$ cat src/rtl/baudgen_pkg.sv
package baudgen_pkg;
  localparam int REG_W   = 32;
  localparam int BRD_W   = 16;
  localparam int BRD_LSB = 0;
  localparam int X_W     = 4;
  localparam int X_LSB   = 24;
  localparam int ONE_BIT = 28;
  localparam int EN_BIT  = 29;

  localparam logic [REG_W-1:0] CFG_MASK =
      ((((REG_W)'(1) << BRD_W) - 1) << BRD_LSB) |
      ((((REG_W)'(1) << X_W) - 1) << X_LSB) |
      ((REG_W)'(1) << ONE_BIT) |
      ((REG_W)'(1) << EN_BIT);

  typedef enum logic [1:0] {
    PRE_FIXED,
    PRE_XPLUS1,
    PRE_UNITY
  } pre_mode_e;
endpackage

$ cat src/rtl/baudgen_cfg.sv
module baudgen_cfg
  import baudgen_pkg::*;
#(
  parameter int FIXED_M = 16,
  parameter int X_MIN   = 8,
  parameter int BRD_MIN = 3,
  parameter int PRE_CW  = 4
) (
  input  logic              clk,
  input  logic              rst,
  input  logic              we,
  input  logic [REG_W-1:0]  wdata,
  input  logic              irda_mode,
  output logic [REG_W-1:0]  cfg_q,
  output logic [BRD_W-1:0]  brd,
  output logic [PRE_CW-1:0] pre_last,
  output logic              legal,
  output logic              valid_q
);
  logic [X_W-1:0] x_fld;
  logic           one_sel;
  logic           pre_en;
  pre_mode_e      mode;

  always_ff @(posedge clk) begin
    if (rst)     cfg_q <= '0;
    else if (we) cfg_q <= wdata & CFG_MASK;
  end

  assign brd     = cfg_q[BRD_LSB +: BRD_W];
  assign x_fld   = cfg_q[X_LSB +: X_W];
  assign one_sel = cfg_q[ONE_BIT];
  assign pre_en  = cfg_q[EN_BIT];

  always_comb begin
    if (irda_mode || !pre_en) mode = PRE_FIXED;
    else if (one_sel)         mode = PRE_UNITY;
    else                      mode = PRE_XPLUS1;
  end

  always_comb begin
    pre_last = '0;
    legal    = 1'b1;
    case (mode)
      PRE_FIXED:  pre_last = PRE_CW'(FIXED_M - 1);
      PRE_XPLUS1: begin
        pre_last = PRE_CW'(x_fld);
        legal    = (int'(x_fld) >= X_MIN);
      end
      PRE_UNITY:  legal = (int'(brd) >= BRD_MIN);
      default:    legal = 1'b0;
    endcase
  end

  always_ff @(posedge clk) begin
    if (rst) valid_q <= 1'b1;
    else     valid_q <= legal;
  end
endmodule

$ cat src/rtl/baudgen_div.sv
module baudgen_div #(
  parameter int W = 16
) (
  input  logic         clk,
  input  logic         rst,
  input  logic         clr,
  input  logic         en,
  input  logic [W-1:0] brd,
  output logic         wrap,
  output logic         tick
);
  localparam int CW = W + 1;

  logic [CW-1:0] cnt;
  logic [CW-1:0] last;

  assign last = {1'b0, brd} + CW'(1);
  assign wrap = en && !clr && (cnt >= last);

  always_ff @(posedge clk) begin
    if (rst || clr || !en) begin
      cnt  <= '0;
      tick <= 1'b0;
    end else if (wrap) begin
      cnt  <= '0;
      tick <= 1'b1;
    end else begin
      cnt  <= cnt + CW'(1);
      tick <= 1'b0;
    end
  end
endmodule

$ cat src/rtl/baudgen_pre.sv
module baudgen_pre #(
  parameter int CW = 4
) (
  input  logic          clk,
  input  logic          rst,
  input  logic          clr,
  input  logic          en,
  input  logic          step,
  input  logic [CW-1:0] last,
  output logic          tick
);
  logic [CW-1:0] cnt;

  always_ff @(posedge clk) begin
    if (rst || clr || !en) begin
      cnt  <= '0;
      tick <= 1'b0;
    end else if (step) begin
      if (cnt >= last) begin
        cnt  <= '0;
        tick <= 1'b1;
      end else begin
        cnt  <= cnt + CW'(1);
        tick <= 1'b0;
      end
    end else begin
      tick <= 1'b0;
    end
  end
endmodule

$ cat src/rtl/baudgen_top.sv
module baudgen_top
  import baudgen_pkg::*;
#(
  parameter int FIXED_M = 16,
  parameter int X_MIN   = 8,
  parameter int BRD_MIN = 3
) (
  input  logic             clk,
  input  logic             rst,
  input  logic             cfg_we,
  input  logic [REG_W-1:0] cfg_wdata,
  input  logic             irda_mode,
  output logic [REG_W-1:0] cfg_rdata,
  output logic             cfg_valid,
  output logic             sample_tick,
  output logic             baud_tick
);
  localparam int FM_W   = $clog2(FIXED_M);
  localparam int PRE_CW = (X_W > FM_W) ? X_W : FM_W;

  logic [BRD_W-1:0]  brd;
  logic [PRE_CW-1:0] pre_last;
  logic              legal;
  logic              s_wrap;

  baudgen_cfg #(
    .FIXED_M(FIXED_M), .X_MIN(X_MIN), .BRD_MIN(BRD_MIN), .PRE_CW(PRE_CW)
  ) i_cfg (
    .clk(clk), .rst(rst), .we(cfg_we), .wdata(cfg_wdata),
    .irda_mode(irda_mode), .cfg_q(cfg_rdata), .brd(brd),
    .pre_last(pre_last), .legal(legal), .valid_q(cfg_valid)
  );

  baudgen_div #(.W(BRD_W)) i_div (
    .clk(clk), .rst(rst), .clr(cfg_we), .en(legal), .brd(brd),
    .wrap(s_wrap), .tick(sample_tick)
  );

  baudgen_pre #(.CW(PRE_CW)) i_pre (
    .clk(clk), .rst(rst), .clr(cfg_we), .en(legal), .step(s_wrap),
    .last(pre_last), .tick(baud_tick)
  );
endmodule

$ cat config.mk
export PLATFORM = sky130hd
export DESIGN_NAME = baudgen_top
export DESIGN_NICKNAME = d
export VERILOG_FILES = /design/src/rtl/baudgen_pkg.sv /design/src/rtl/baudgen_cfg.sv /design/src/rtl/baudgen_div.sv /design/src/rtl/baudgen_pre.sv /design/src/rtl/baudgen_top.sv
export SDC_FILE = /design/constraint.sdc
export NUM_CORES = 1
export LEC_CHECK = 0
export BUFFER_PORTS_ARGS = -buffer_cell sky130_fd_sc_hd__buf_4
export CORE_AREA = 3 3 75 77
export DETAILED_ROUTE_END_ITERATION = 6
export DIE_AREA = 0 0 78 80
export PLACE_DENSITY_LB_ADDON = 0.25
export RECOVER_POWER = 100
export SLEW_MARGIN = 20
export SYNTH_ARGS = -nofsm -noshare
export SYNTH_HDL_FRONTEND = slang
export SYNTH_HIERARCHICAL = 1
export SYNTH_SLANG_ARGS = --single-unit
$ cat constraint.sdc
create_clock -name clk -period 5.1 [get_ports clk]
set_input_delay 0 -clock clk [delete_from_list [all_inputs] [get_ports clk]]
set_output_delay 0 -clock clk [all_outputs]
set_load 0.05 [all_outputs]
# --- Word level (Yosys, flattened, before mapping) ---
# Cells that the tools add are included.
# W data, S select, Z words.
op_classes:
  eq_ne: 2
  n_reduce_logical: 11
  bitwise: 1
  n_mux: 7
  magnitude_cmp: 4
  addsub: 3
ops:
  columns: ["operator", "n"]
  rows:
  - ["$add A16 B1 Y17 const B", 1]
  - ["$add A17 B1 Y17 const B", 1]
  - ["$ge A17 B17 Y1", 1]
  - ["$ge A16 B2 Y1 const B", 1]
  - ["$pmux W4 S2", 1]
  - ["$add A4 B1 Y4 const B", 1]
  - ["$ge A4 B4 Y1", 1]
  - ["$ge A4 B4 Y1 const B", 1]
  - ["$mux W2", 2]
  - ["$mux W4", 1]
  - ["$reduce_or A2 Y1", 2]
  - ["$logic_not A1 Y1", 3]
  - ["$logic_or A1 B1 Y1", 3]
  - ["$pmux W1 S3", 1]
  - ["$eq A2 B1 Y1 const B", 1]
  - ["$eq A2 B2 Y1 const B", 1]
  - ["$logic_and A1 B1 Y1", 2]
  - ["$logic_not A2 Y1", 1]
  - ["$mux W1", 2]
  - ["$not A1 Y1", 1]
totals:
  out_inout_bits: 35
  regBits: 46

# --- Depth between registers and ports, before layout ---
# Gate-level depths: netlist of run 1.
depth:
  ltp_word: 9
  depth_mapped: 17

# --- Hierarchy ---
# Netlist of run 1, hierarchy kept.
by_module_without_submodules:
  columns: ["mod", "cells_per_inst", "area_each_um2", "seq_area_each_um2", "instances"]
  rows:
  - ["baudgen_div", 172, 1430.1, 360.3, 1]
  - ["baudgen_cfg", 115, 1091.0, 460.4, 1]
  - ["baudgen_pre", 38, 350.3, 100.1, 1]

# --- Worst setup path before layout of run 1 ---
# OpenSTA, ideal clock, no wires.
synth_path:
  path_kind: "flip-flop to flip-flop"
  startpoint: "register i_cfg.cfg_q[0]"
  endpoint: "register i_pre.cnt[3]"
  stages_incl_launch_ff: 17
  t_required_ns: 5.021
  n_path_buf: 1
  setup_ns: 0.079
  synth_period_minus_slack_ns: 3.080
  arrival_ns: 3.001
  path_slack_ns: 2.020
  path_cell_list: "dfxtp_1 -> ha_1 -> inv_1 -> nor2_1 -> nand2_1 -> nor2_1 -> xnor2_1 -> ha_1 -> nand2_1 -> nor4_4 -> a21oi_2 -> o21a_1 -> nor3b_1 -> clkbuf_1 -> nand4_1 -> xor2_1 -> a211oi_2"
synth_between:
  elab_chain_cells: 4
synth_rtl:
  columns: ["item", "line", "source"]
  rows:
  - ["start: declaration", "baudgen_cfg.sv:14", "output logic [REG_W-1:0] cfg_q,"]
  - ["start signal: assignment", "baudgen_cfg.sv:27", "else if (we) cfg_q <= wdata & CFG_MASK;"]
  - ["parallel branches: the longest is 3 deep, another holds $add A16 B1 Y17", null, null]
  - ["$logic_and A1 B1 Y1 (*)", "baudgen_div.sv:18", "assign wrap = en && !clr && (cnt >= last);"]
  - ["net s_wrap", "baudgen_top.sv:24", "logic s_wrap;"]
  - ["end signal: assignment", "baudgen_pre.sv:23", "cnt <= cnt + CW'(1);"]
  - ["end: declaration", "baudgen_pre.sv:12", "logic [CW-1:0] cnt;"]
# Mark *: on every way through the listed nets, which the timed path passes.
# A chain may end at the register's enable or synchronous reset.

# --- Worst setup path in the final report of run 1 ---
layout_path:
  startpoint: "register i_cfg.cfg_q[1]"
  endpoint: "register i_pre.cnt[3]"
# Same word-level chain as after synthesis.

==> results.json, run 1 <==
{
  "status": "finished with violations",
  "violations": "max-capacitance violations, max-slew violations",
  "cts_tree": "done",
  "power.total_w": 0.0008150,
  "relSlewSlack_pct": -3.625,
  "routed_wirelength_mm": 6.087,
  "start_util_pct": 56.58,
  "ff2ff_setup_slack_ns": 1.27,
  "hold_end": "i_cfg/cfg_q[25]$_SDFFE_PP0P_",
  "first_global_vias": 2277,
  "max_freq_mhz": 260.8,
  "postPlaceCellArea_sq_mm": 0.003137,
  "period_share_pct": 75.17,
  "finalSetupViolCount": 0,
  "grt_overflow": 0,
  "p_clk_share_pct": 32.8,
  "reg2regPathDepth": 15,
  "gp_congestion": 0.7798,
  "rows": 26,
  "ys_ff_latch": 46,
  "switchingPower_w": 0.0002410,
  "postCtsHoldBufs": 22,
  "clk_pin_slew_ns": 0.08,
  "clock_skew_ns": 0.004129,
  "die-area_sq_mm": 0.006240,
  "cts.repair.resized": 0,
  "reg2reg_to": "i_pre/cnt[3]$_SDFFE_PP0P_",
  "switching_share_pct": 29.57,
  "cts_setup_buffers": 0,
  "nFillCells": 441,
  "r2r-start": "i_cfg/cfg_q[1]$_SDFFE_PP0P_",
  "p_comb_share_pct": 19.6,
  "grt_max_degree": 26,
  "p_per_area_mw_per_mm2": 243.0,
  "min_path_type": "in2reg",
  "crit_path_max_incr_delay_ns": 0.75,
  "cp_max_fo": 9,
  "min_path_cells": 2,
  "area_growth_pct": 16.82,
  "end_kind": "register",
  "drv_slew": 18,
  "cp-start-kind": "register",
  "fin_tns_setup_ns": 0,
  "root_buffer": "clkbuf_8",
  "drive_gt1_share_pct": 13.12,
  "grt_pass1_wl_mm": 10.45,
  "crit_required_ns": 5.24,
  "syn-cell-area_sq_mm": 0.002872,
  "synth_cells": 325,
  "min_from": "rst",
  "drcViolationCount": 0,
  "track_usage_pct": 20.81,
  "cts.sinks": 46,
  "clockBufferDepth": 2,
  "synth.distinct_cells": 46,
  "rsz0062_at_grt": "no",
  "post-dp-hpwl_mm": 4.272,
  "yosysSeqAreaShare_pct": 32.07,
  "antenna_found_initial": 0,
  "port_buffers": 50,
  "critical_path.cell_chain": "ha_1 > inv_1 > nor2_1 > nand2_1 > nor2_1 > xnor2_1 > ha_1 > nand2_1 > nor4_4 > a21oi_2 > o21a_1 > nor3b_1 > nand4_1 > xor2_1 > a211oi_2",
  "cp.arrival_ns": 3.98,
  "async_flop_share_pct": 0,
  "firstDrtPassIters": 4,
  "peakVddDrop_mv": 0.1397,
  "num_vias": 2293,
  "ant_nets": 0,
  "cellLeakagePower_nw": 1.392,
  "avgRoutedWirePerCell_um": 13.50,
  "p_int_w": 0.0005740,
  "io_pins": 71,
  "clkLatencyLatePin_ns": 0.30,
  "dieHeight_um": 80,
  "min_period_ns": 3.834,
  "tightest_slew_ns": 1.544,
  "finalHoldViolations": 0,
  "final_cell_mix": "46 x nor2_1, 46 x dfxtp_1, 26 x clkbuf_1, 24 x ha_1",
  "final_area_sq_mm": 0.003354,
  "cp_slowest_cell": "nor3b_1",
  "seqPwrFrac_pct": 47.6,
  "synth-edff-count": 0,
  "yosysWarnings": 6,
  "ys.flop_type": "dfxtp_1",
  "cap_violations": 1,
  "numCtsBuffers": 5,
  "die_x_um": 78,
  "drt_iter0_drc": 72,
  "htreeDepth": 2,
  "diodes": 0,
  "core_area_sq_mm": 0.005075,
  "path_class": "reg2reg",
  "postSynthAreaPerCell_sq_um": 8.835,
  "viasPerCell": 5.084,
  "nets": 440
}
## worst max path at each step
stage / startpoint / to / slack [ns] / cells after the start
after floorplan: i_cfg/cfg_q[0]$_SDFFE_PP0P_ / i_pre/cnt[3]$_SDFFE_PP0P_ / 2.02 / 16
after global placement: i_cfg/cfg_q[1]$_SDFFE_PP0P_ / i_pre/cnt[3]$_SDFFE_PP0P_ / 1.38 / 15
after detailed placement: i_cfg/cfg_q[0]$_SDFFE_PP0P_ / i_pre/cnt[3]$_SDFFE_PP0P_ / 1.29 / 15
after CTS: i_cfg/cfg_q[1]$_SDFFE_PP0P_ / i_pre/cnt[3]$_SDFFE_PP0P_ / 1.27 / 15
after global routing: i_cfg/cfg_q[1]$_SDFFE_PP0P_ / i_pre/cnt[3]$_SDFFE_PP0P_ / 0.78 / 15
final: i_cfg/cfg_q[1]$_SDFFE_PP0P_ / i_pre/cnt[3]$_SDFFE_PP0P_ / 1.27 / 15
## worst max-delay path, delay by kind of cell, from the launching register on
kind | cells | cell delay (ns)
XOR/XNOR | 2 | 0.29
AND/OR/NAND/NOR | 7 | 1.95
AO/OA/AOI/OAI | 3 | 0.37
buffers and inverters | 1 | 0.05
flip-flops | 1 | 0.45
adder cells (fa/ha/maj) | 2 | 0.55
## per-layer routing
metal  GRT usage (%)  share of wire (%)  wire length (um)  vias to the layer above
li1                -                  -                 -                     1176
met1           26.06                 45              2766                     1057
met2           35.79                 49              3013                       52
met3           4.515                3.8               233                        8
met4           6.294                1.2                74                        0
met5               0                  0                 0                        -
## flip-flops by register name (all words and copies together), names as in the netlist
| name | flops |
|---|---|
| i_pre/tick | 1 |
| i_cfg/valid_q | 1 |
| i_pre/cnt | 4 |
| i_div/cnt | 17 |
| i_cfg/cfg_q | 22 |
| i_div/tick | 1 |
## logic make-up (layout without fill, tap and decap cells)
kind of cell / count (synthesis) / count (layout) / synth area share [%]
and+or+nand+nor: 124 / 124 / 22.05
DFF: 46 / 46 / 32.07
buffers and inverters: 46 / 93 / 9.760
AOI/OAI and AO/OA: 32 / 32 / 8.715
xor gates and xnor gates: 30 / 30 / 9.150
adders and majority gates: 24 / 24 / 10.46
muxes: 22 / 22 / 7.669
other: 1 / 10 / 0.1306
## metrics by stage
step	instances	utilization, %	worst slack [ns]	hold slack [ns]
after floorplan	334	-	2.020	0.07238
after global placement	421	61.81	1.384	0.2304
after detailed placement	421	61.81	1.290	0.2406
after CTS	451	68.32	1.267	0.03867
after global routing	451	66.10	0.7837	0.05100
final	451	66.10	1.266	0.04212
## layout make-up
cell class | count | area (sq um) | area share [%]
well taps | 70 | 87.58 | 2.611
flip-flops and latches | 46 | 920.9 | 27.45
clock inverters | 2 | 37.54 | 1.119
repair buffers | 72 | 501.7 | 14.96
clock buffers | 6 | 72.57 | 2.163
multi-input cells | 242 | 1685 | 50.24
inverters | 13 | 48.80 | 1.455
## power by group through the flow
stage / Clock, W / Sequential, W / Combinational (W)
after floorplan: 0 / 0.000402 / 0.000122
after global routing: 0.000287 / 0.000390 / 0.000173
after detailed placement: 0 / 0.000396 / 0.000156
after CTS: 0.000274 / 0.000388 / 0.000170
after global placement: 0 / 0.000396 / 0.000153
final: 0.000267 / 0.000388 / 0.000160
## synth_stat cells (all sizes together) (3+ instances only)
cell type  count  area (sq um)
nor2          56         235.2
dfxtp         46         920.9
buf           29         216.5
ha            24         300.3
mux2i         22         220.2
nand2         20         77.58
xor2          17         148.9
nand3         16         80.08
inv           13         48.80
xnor2         13         113.9
a21oi         11         58.81
o21ai          8         51.30
nand2b         6         45.04
nand4          5         31.28
and3           4         25.02
clkbuf         4         15.01
nor2b          3         18.77
nor3           3         15.01
or4            3         26.27
Power figures use the tool's default switching activity.
==> inputs of run 2 (changes only) <==
--- a/config.mk
+++ b/config.mk
@@ -6,9 +6,9 @@
 export NUM_CORES = 1
 export LEC_CHECK = 0
 export BUFFER_PORTS_ARGS = -buffer_cell sky130_fd_sc_hd__buf_4
-export CORE_AREA = 3 3 75 77
+export CORE_AREA = 3 3 77 79
 export DETAILED_ROUTE_END_ITERATION = 6
-export DIE_AREA = 0 0 78 80
+export DIE_AREA = 0 0 80 82
 export PLACE_DENSITY_LB_ADDON = 0.25
 export RECOVER_POWER = 100
 export SLEW_MARGIN = 20
==> constraint.sdc (replaced) <==
create_clock -name clk -period 3.8 [get_ports clk]
set_input_delay 0 -clock clk [delete_from_list [all_inputs] [get_ports clk]]
set_output_delay 0 -clock clk [all_outputs]
set_load 0.05 [all_outputs]
==> results.json, run 2 (synthesis results as in run 1) <==
{
  "status": "finished, final reports clean",
  "clkLatencyLatePin_ns": 0.29,
  "avgRoutedWirePerCell_um": 13.61,
  "switching_share_pct": 31.10,
  "cap_violations": 0,
  "ff_latch_area_sq_um": 920.9,
  "tightest_slew_ns": 0.9278,
  "path_class": "reg2reg",
  "cts_tree": "done",
  "finalHoldViolations": 0,
  "min_path_cells": 2,
  "io_pins": 71,
  "largest_reg_flops": 22,
  "r2r-start": "i_cfg/cfg_q[1]$_SDFFE_PP0P_",
  "final_area_sq_mm": 0.003363,
  "period_share_pct": 89.02,
  "htreeDepth": 2,
  "dieHeight_um": 82,
  "area_growth_pct": 17.12,
  "largestRegisters": "i_cfg/cfg_q: 22 flops, i_div/cnt: 17 flops, i_pre/cnt: 4 flops",
  "critical_path.cell_chain": "ha_1 > inv_1 > nor2_1 > nand2_1 > nor2_1 > xnor2_1 > ha_1 > nand2_1 > nor4_4 > a21oi_1 > o21a_1 > nor3b_4 > nand4_1 > xor2_1 > a211oi_1",
  "min_period_ns": 3.383,
  "routed_wirelength_mm": 6.204,
  "die-area_sq_mm": 0.006560,
  "diodes": 0,
  "relSlewSlack_pct": 38.15,
  "cp_max_fo": 9,
  "grt_pass1_wl_mm": 10.47,
  "crit_path_max_incr_delay_ns": 0.42,
  "antenna_found_initial": 0,
  "p_per_area_mw_per_mm2": 311.2,
  "clockBufferDepth": 2,
  "rows": 27,
  "peakVddDrop_mv": 0.1972,
  "numCtsBuffers": 5,
  "fin_tns_setup_ns": 0,
  "min_from": "rst",
  "switchingPower_w": 0.0003255,
  "finalSetupViolCount": 0,
  "final_cell_mix": "46 x nor2_1, 46 x dfxtp_1, 27 x clkbuf_1, 24 x ha_1",
  "num_vias": 2324,
  "p_int_w": 0.0007212,
  "drcViolationCount": 0,
  "top_register": "i_cfg/cfg_q",
  "ff2ff_setup_slack_ns": 0.42,
  "track_usage_pct": 20.32,
  "multi_input_area_sq_mm": 0.001692,
  "root_buffer": "clkbuf_8",
  "drv_slew": 0,
  "cp-start-kind": "register",
  "drt_iter0_drc": 73,
  "ant_nets": 0,
  "firstDrtPassIters": 5,
  "cts.sinks": 46,
  "gp_congestion": 0.7950,
  "seqPwrFrac_pct": 49.5,
  "power.total_w": 0.001047,
  "reg2regPathDepth": 15,
  "post-dp-hpwl_mm": 4.416,
  "core_area_sq_mm": 0.005405,
  "first_global_vias": 2189,
  "drive_gt1_share_pct": 13.54,
  "end_kind": "register",
  "viasPerCell": 5.096,
  "clk_pin_slew_ns": 0.09,
  "nets": 443,
  "die_x_um": 80,
  "crit_required_ns": 4.01,
  "port_buffers": 50,
  "grt_overflow": 0,
  "grt_max_degree": 26,
  "cp_slowest_cell": "dfxtp_1",
  "hold_end": "i_cfg/cfg_q[24]$_SDFFE_PP0P_",
  "p_clk_share_pct": 29.6,
  "cp.arrival_ns": 3.59,
  "postPlaceCellArea_sq_mm": 0.003162,
  "nFillCells": 495,
  "reg2reg_to": "i_pre/cnt[3]$_SDFFE_PP0P_",
  "start_util_pct": 53.13,
  "utilization_pct": 62.22,
  "p_comb_share_pct": 20.9,
  "clock_skew_ns": 0.009294,
  "cellLeakagePower_nw": 1.398,
  "max_freq_mhz": 295.6,
  "rsz0062_at_grt": "no",
  "min_path_type": "in2reg"
}
## run 2: worst max-delay path: cells and delay by family, from the launching register on
kind,cells,cell delay (ns)
xor gates and xnor gates,2,0.25
and+or+nand+nor,7,1.48
adders and majority gates,2,0.52
AOI/OAI and AO/OA,3,0.56
DFF,1,0.42
buffers and inverters,1,0.05
## run 2: area by class of cell
cell class / instances / area share [%]
inverters: 13 / 1.451
flip-flops and latches: 46 / 27.38
clock buffers: 6 / 2.455
clock inverters: 2 / 0.3720
repair buffers: 75 / 15.36
well taps: 72 / 2.679
multi-input cells: 242 / 50.30
## run 2: per-stage QoR
step | setup WS, ns | cells | hold WS, ns
after floorplan | 0.7197 | 334 | 0.07238
after global placement | 0.2033 | 426 | 0.2312
after detailed placement | 0.04566 | 426 | 0.2409
after CTS | 0.01838 | 456 | 0.03723
after global routing | 0.06223 | 456 | 0.04529
final | 0.4173 | 456 | 0.04251
## run 2: how the worst max path moves through the flow
stage                                           start                   endpoint  cells past startpoint
after floorplan           i_cfg/cfg_q[0]$_SDFFE_PP0P_  i_pre/cnt[3]$_SDFFE_PP0P_                     16
after global placement    i_cfg/cfg_q[1]$_SDFFE_PP0P_  i_pre/cnt[3]$_SDFFE_PP0P_                     15
final                     i_cfg/cfg_q[1]$_SDFFE_PP0P_  i_pre/cnt[3]$_SDFFE_PP0P_                     15
after detailed placement  i_cfg/cfg_q[1]$_SDFFE_PP0P_  i_pre/cnt[3]$_SDFFE_PP0P_                     15
after global routing      i_cfg/cfg_q[1]$_SDFFE_PP0P_  i_pre/cnt[3]$_SDFFE_PP0P_                     15
after CTS                 i_cfg/cfg_q[1]$_SDFFE_PP0P_  i_pre/cnt[3]$_SDFFE_PP0P_                     15
## run 2: power groups by stage
stage,logic (W),clock network (W),registers (W)
3_5_place_dp,0.000214,0,0.000529
6_report,0.000218,0.000310,0.000518
4_1_cts,0.000233,0.000319,0.000518
2_1_floorplan,0.000164,0,0.000539
3_3_place_gp,0.000211,0,0.000529
5_1_grt,0.000236,0.000343,0.000522
## run 2: per-layer routing
layer  wire (um)  vias up  share of wire, %  global-route usage [%]
met5           0        -                 0                       0
met4          34        0              0.55                   5.068
met3         228        2               3.7                   4.057
met2        3093       59                50                   34.69
met1        2848     1076                46                   26.28
li1            -     1187                 -                       -
## run 2: repair_timing
action                                  in CTS  in global routing
endpoints found under the setup margin       0                  5
hold buffers                                22                  0
resized for setup                            0                  2
buffers inserted                             0                  0
endpoints found under the hold margin       22                  0
==> inputs of run 3 (changes only) <==
--- a/config.mk
+++ b/config.mk
@@ -9,7 +9,7 @@
 export CORE_AREA = 3 3 77 79
 export DETAILED_ROUTE_END_ITERATION = 6
 export DIE_AREA = 0 0 80 82
-export PLACE_DENSITY_LB_ADDON = 0.25
+export PLACE_DENSITY = 0.8
 export RECOVER_POWER = 100
 export SLEW_MARGIN = 20
 export SYNTH_ARGS = -nofsm -noshare
==> results.json, run 3 (synthesis results as in run 1) <==
{
  "crit_family": "simple AND/OR/NAND/NOR gates",
  "critical_path.cell_chain": "ha_1 > inv_1 > nor2_1 > nand2_1 > nor2_1 > xnor2_1 > ha_1 > nand2_1 > nor4_4 > a21oi_1 > o21a_1 > nor3b_4 > nand4_1 > xor2_1 > a211oi_2",
  "grt_overflow": 0,
  "period_share_pct": 90.55,
  "gp_congestion": 0.8214,
  "clkLatencyLatePin_ns": 0.29,
  "top_register": "i_cfg/cfg_q",
  "cts.sinks": 46,
  "grt_max_degree": 26,
  "clockBufferDepth": 2,
  "drcViolationCount": 0,
  "cp.arrival_ns": 3.66,
  "largest_reg_flops": 22,
  "postPlaceCellArea_sq_mm": 0.003162,
  "place_ws_ns": 0.03127,
  "grt_pass1_wl_mm": 10.50,
  "io_pins": 71,
  "switching_share_pct": 28.79,
  "cp_slowest_cell": "dfxtp_1",
  "clk_pin_slew_ns": 0.08,
  "core_area_sq_mm": 0.005405,
  "final_area_sq_mm": 0.003386,
  "p_comb_share_pct": 19.9,
  "post-dp-hpwl_mm": 4.512,
  "numCtsBuffers": 5,
  "track_usage_pct": 20.20,
  "cap_violations": 0,
  "ff_latch_area_sq_um": 920.9,
  "min_path_type": "in2reg",
  "nets": 443,
  "die_x_um": 80,
  "die-area_sq_mm": 0.006560,
  "max_freq_mhz": 290.6,
  "crit_buf_inv": 1,
  "peakVddDrop_mv": 0.1974,
  "ant_nets": 0,
  "avgRoutedWirePerCell_um": 14.03,
  "root_buffer": "clkbuf_8",
  "area_growth_pct": 17.91,
  "port_buffers": 50,
  "crit_path_max_incr_delay_ns": 0.43,
  "final_cell_mix": "46 x nor2_1, 46 x dfxtp_1, 27 x clkbuf_1, 24 x ha_1",
  "finalHoldViolations": 0,
  "cts_tree": "done",
  "multi_input_area_sq_mm": 0.001697,
  "routed_wirelength_mm": 6.384,
  "nFillCells": 467,
  "first_global_vias": 2293,
  "min_period_ns": 3.441,
  "p_per_area_mw_per_mm2": 326.0,
  "diodes": 0,
  "num_vias": 2365,
  "drive_gt1_share_pct": 13.58,
  "viasPerCell": 5.198,
  "seqPwrFrac_pct": 47.0,
  "antenna_found_initial": 0,
  "path_class": "reg2reg",
  "htreeDepth": 2,
  "crit_required_ns": 4.02,
  "clock_skew_ns": 0.006419,
  "cp_max_fo": 9,
  "rows": 27,
  "end_kind": "register",
  "rsz0062_at_grt": "no",
  "drv_slew": 0,
  "layout_setup_ws_ns": 0.3592,
  "firstDrtPassIters": 4,
  "largestRegisters": "i_cfg/cfg_q: 22 flops, i_div/cnt: 17 flops, i_pre/cnt: 4 flops",
  "start_util_pct": 53.13,
  "cellLeakagePower_nw": 1.408,
  "status": "finished, final reports clean",
  "dieHeight_um": 82,
  "drt_iter0_drc": 106,
  "tightest_slew_ns": 0.8967,
  "relSlewSlack_pct": 40.21,
  "fin_tns_setup_ns": 0,
  "finalSetupViolCount": 0,
  "cp-start-kind": "register",
  "p_int_w": 0.0007859,
  "p_clk_share_pct": 33.1,
  "switchingPower_w": 0.0003178
}
run 3: cell count changes in the layout (fill, tap and decap cells not counted), sizes merged:
cell      previous run  this run
clkinv               1         0
clkinvlp             1         0
bufinv               0         1
run 3: timing repair:
action | CTS | global route
hold endpoints to repair | 22 | 0
endpoints found under the setup margin | 1 | 1
buffers inserted | 0 | 0
resized for setup | 1 | 1
hold buffers | 22 | 0
run 3: metal layers:
layer	GRT usage [%]	share of wire, %	vias up
met2	35.93	50	76
met5	0	0	-
met1	24.83	44	1088
li1	-	-	1187
met3	3.618	4.0	14
met4	6.081	2.0	0
run 3: path summary, 6_finish.rpt:
| path | from | slack, ns | cells past startpoint | end |
|---|---|---|---|---|
| worst max-delay path | i_cfg/cfg_q[1]$_SDFFE_PP0P_ | 0.36 | 15 | i_pre/cnt[3]$_SDFFE_PP0P_ |
| worst min-delay path | irda_mode | 0.05 | 4 | i_cfg/valid_q$_SDFF_PP1_ |
| worst max register to register | i_cfg/cfg_q[1]$_SDFFE_PP0P_ | 0.36 | 15 | i_pre/cnt[3]$_SDFFE_PP0P_ |
| worst min register to register | i_div/cnt[0]$_SDFF_PP0_ | 0.48 | 1 | i_div/cnt[0]$_SDFF_PP0_ |
run 3: worst register-to-register path, delay by kind of cell, from the launching register on:
kind | cells | cell delay (ns)
buf+inv | 1 | 0.05
flops | 1 | 0.43
compound gates | 3 | 0.54
fa+ha+maj | 2 | 0.56
xor+xnor | 2 | 0.26
simple gates | 7 | 1.50
run 3: metrics by stage:
stage	std cells	hold WS [ns]	utilization, %	power (W)
finish	455	0.05401	62.64	0.001104
global route	455	0.05568	62.64	0.001152
CTS	455	0.04120	64.75	0.001125
detailed placement	426	0.2415	58.50	0.0007454
global placement	426	0.2318	58.50	0.0007401
floorplan	334	0.07238	-	0.0007029
run 3: final cells by class:
type | count | area share (%)
inverter | 13 | 1.441
multi-input combinational | 242 | 50.11
clock buffer | 6 | 2.439
sequential | 46 | 27.20
clock inverter | 1 | 0.8869
timing repair buffer | 75 | 15.26
tap | 72 | 2.661
run 3: power groups by stage:
| stage | sequential, W | clock, W | combinational [W] |
|---|---|---|---|
| after floorplan | 0.000539 | 0 | 0.000164 |
| after global placement | 0.000529 | 0 | 0.000211 |
| after detailed placement | 0.000530 | 0 | 0.000215 |
| after CTS | 0.000519 | 0.000372 | 0.000234 |
| after global routing | 0.000521 | 0.000394 | 0.000237 |
| final | 0.000519 | 0.000365 | 0.000220 |
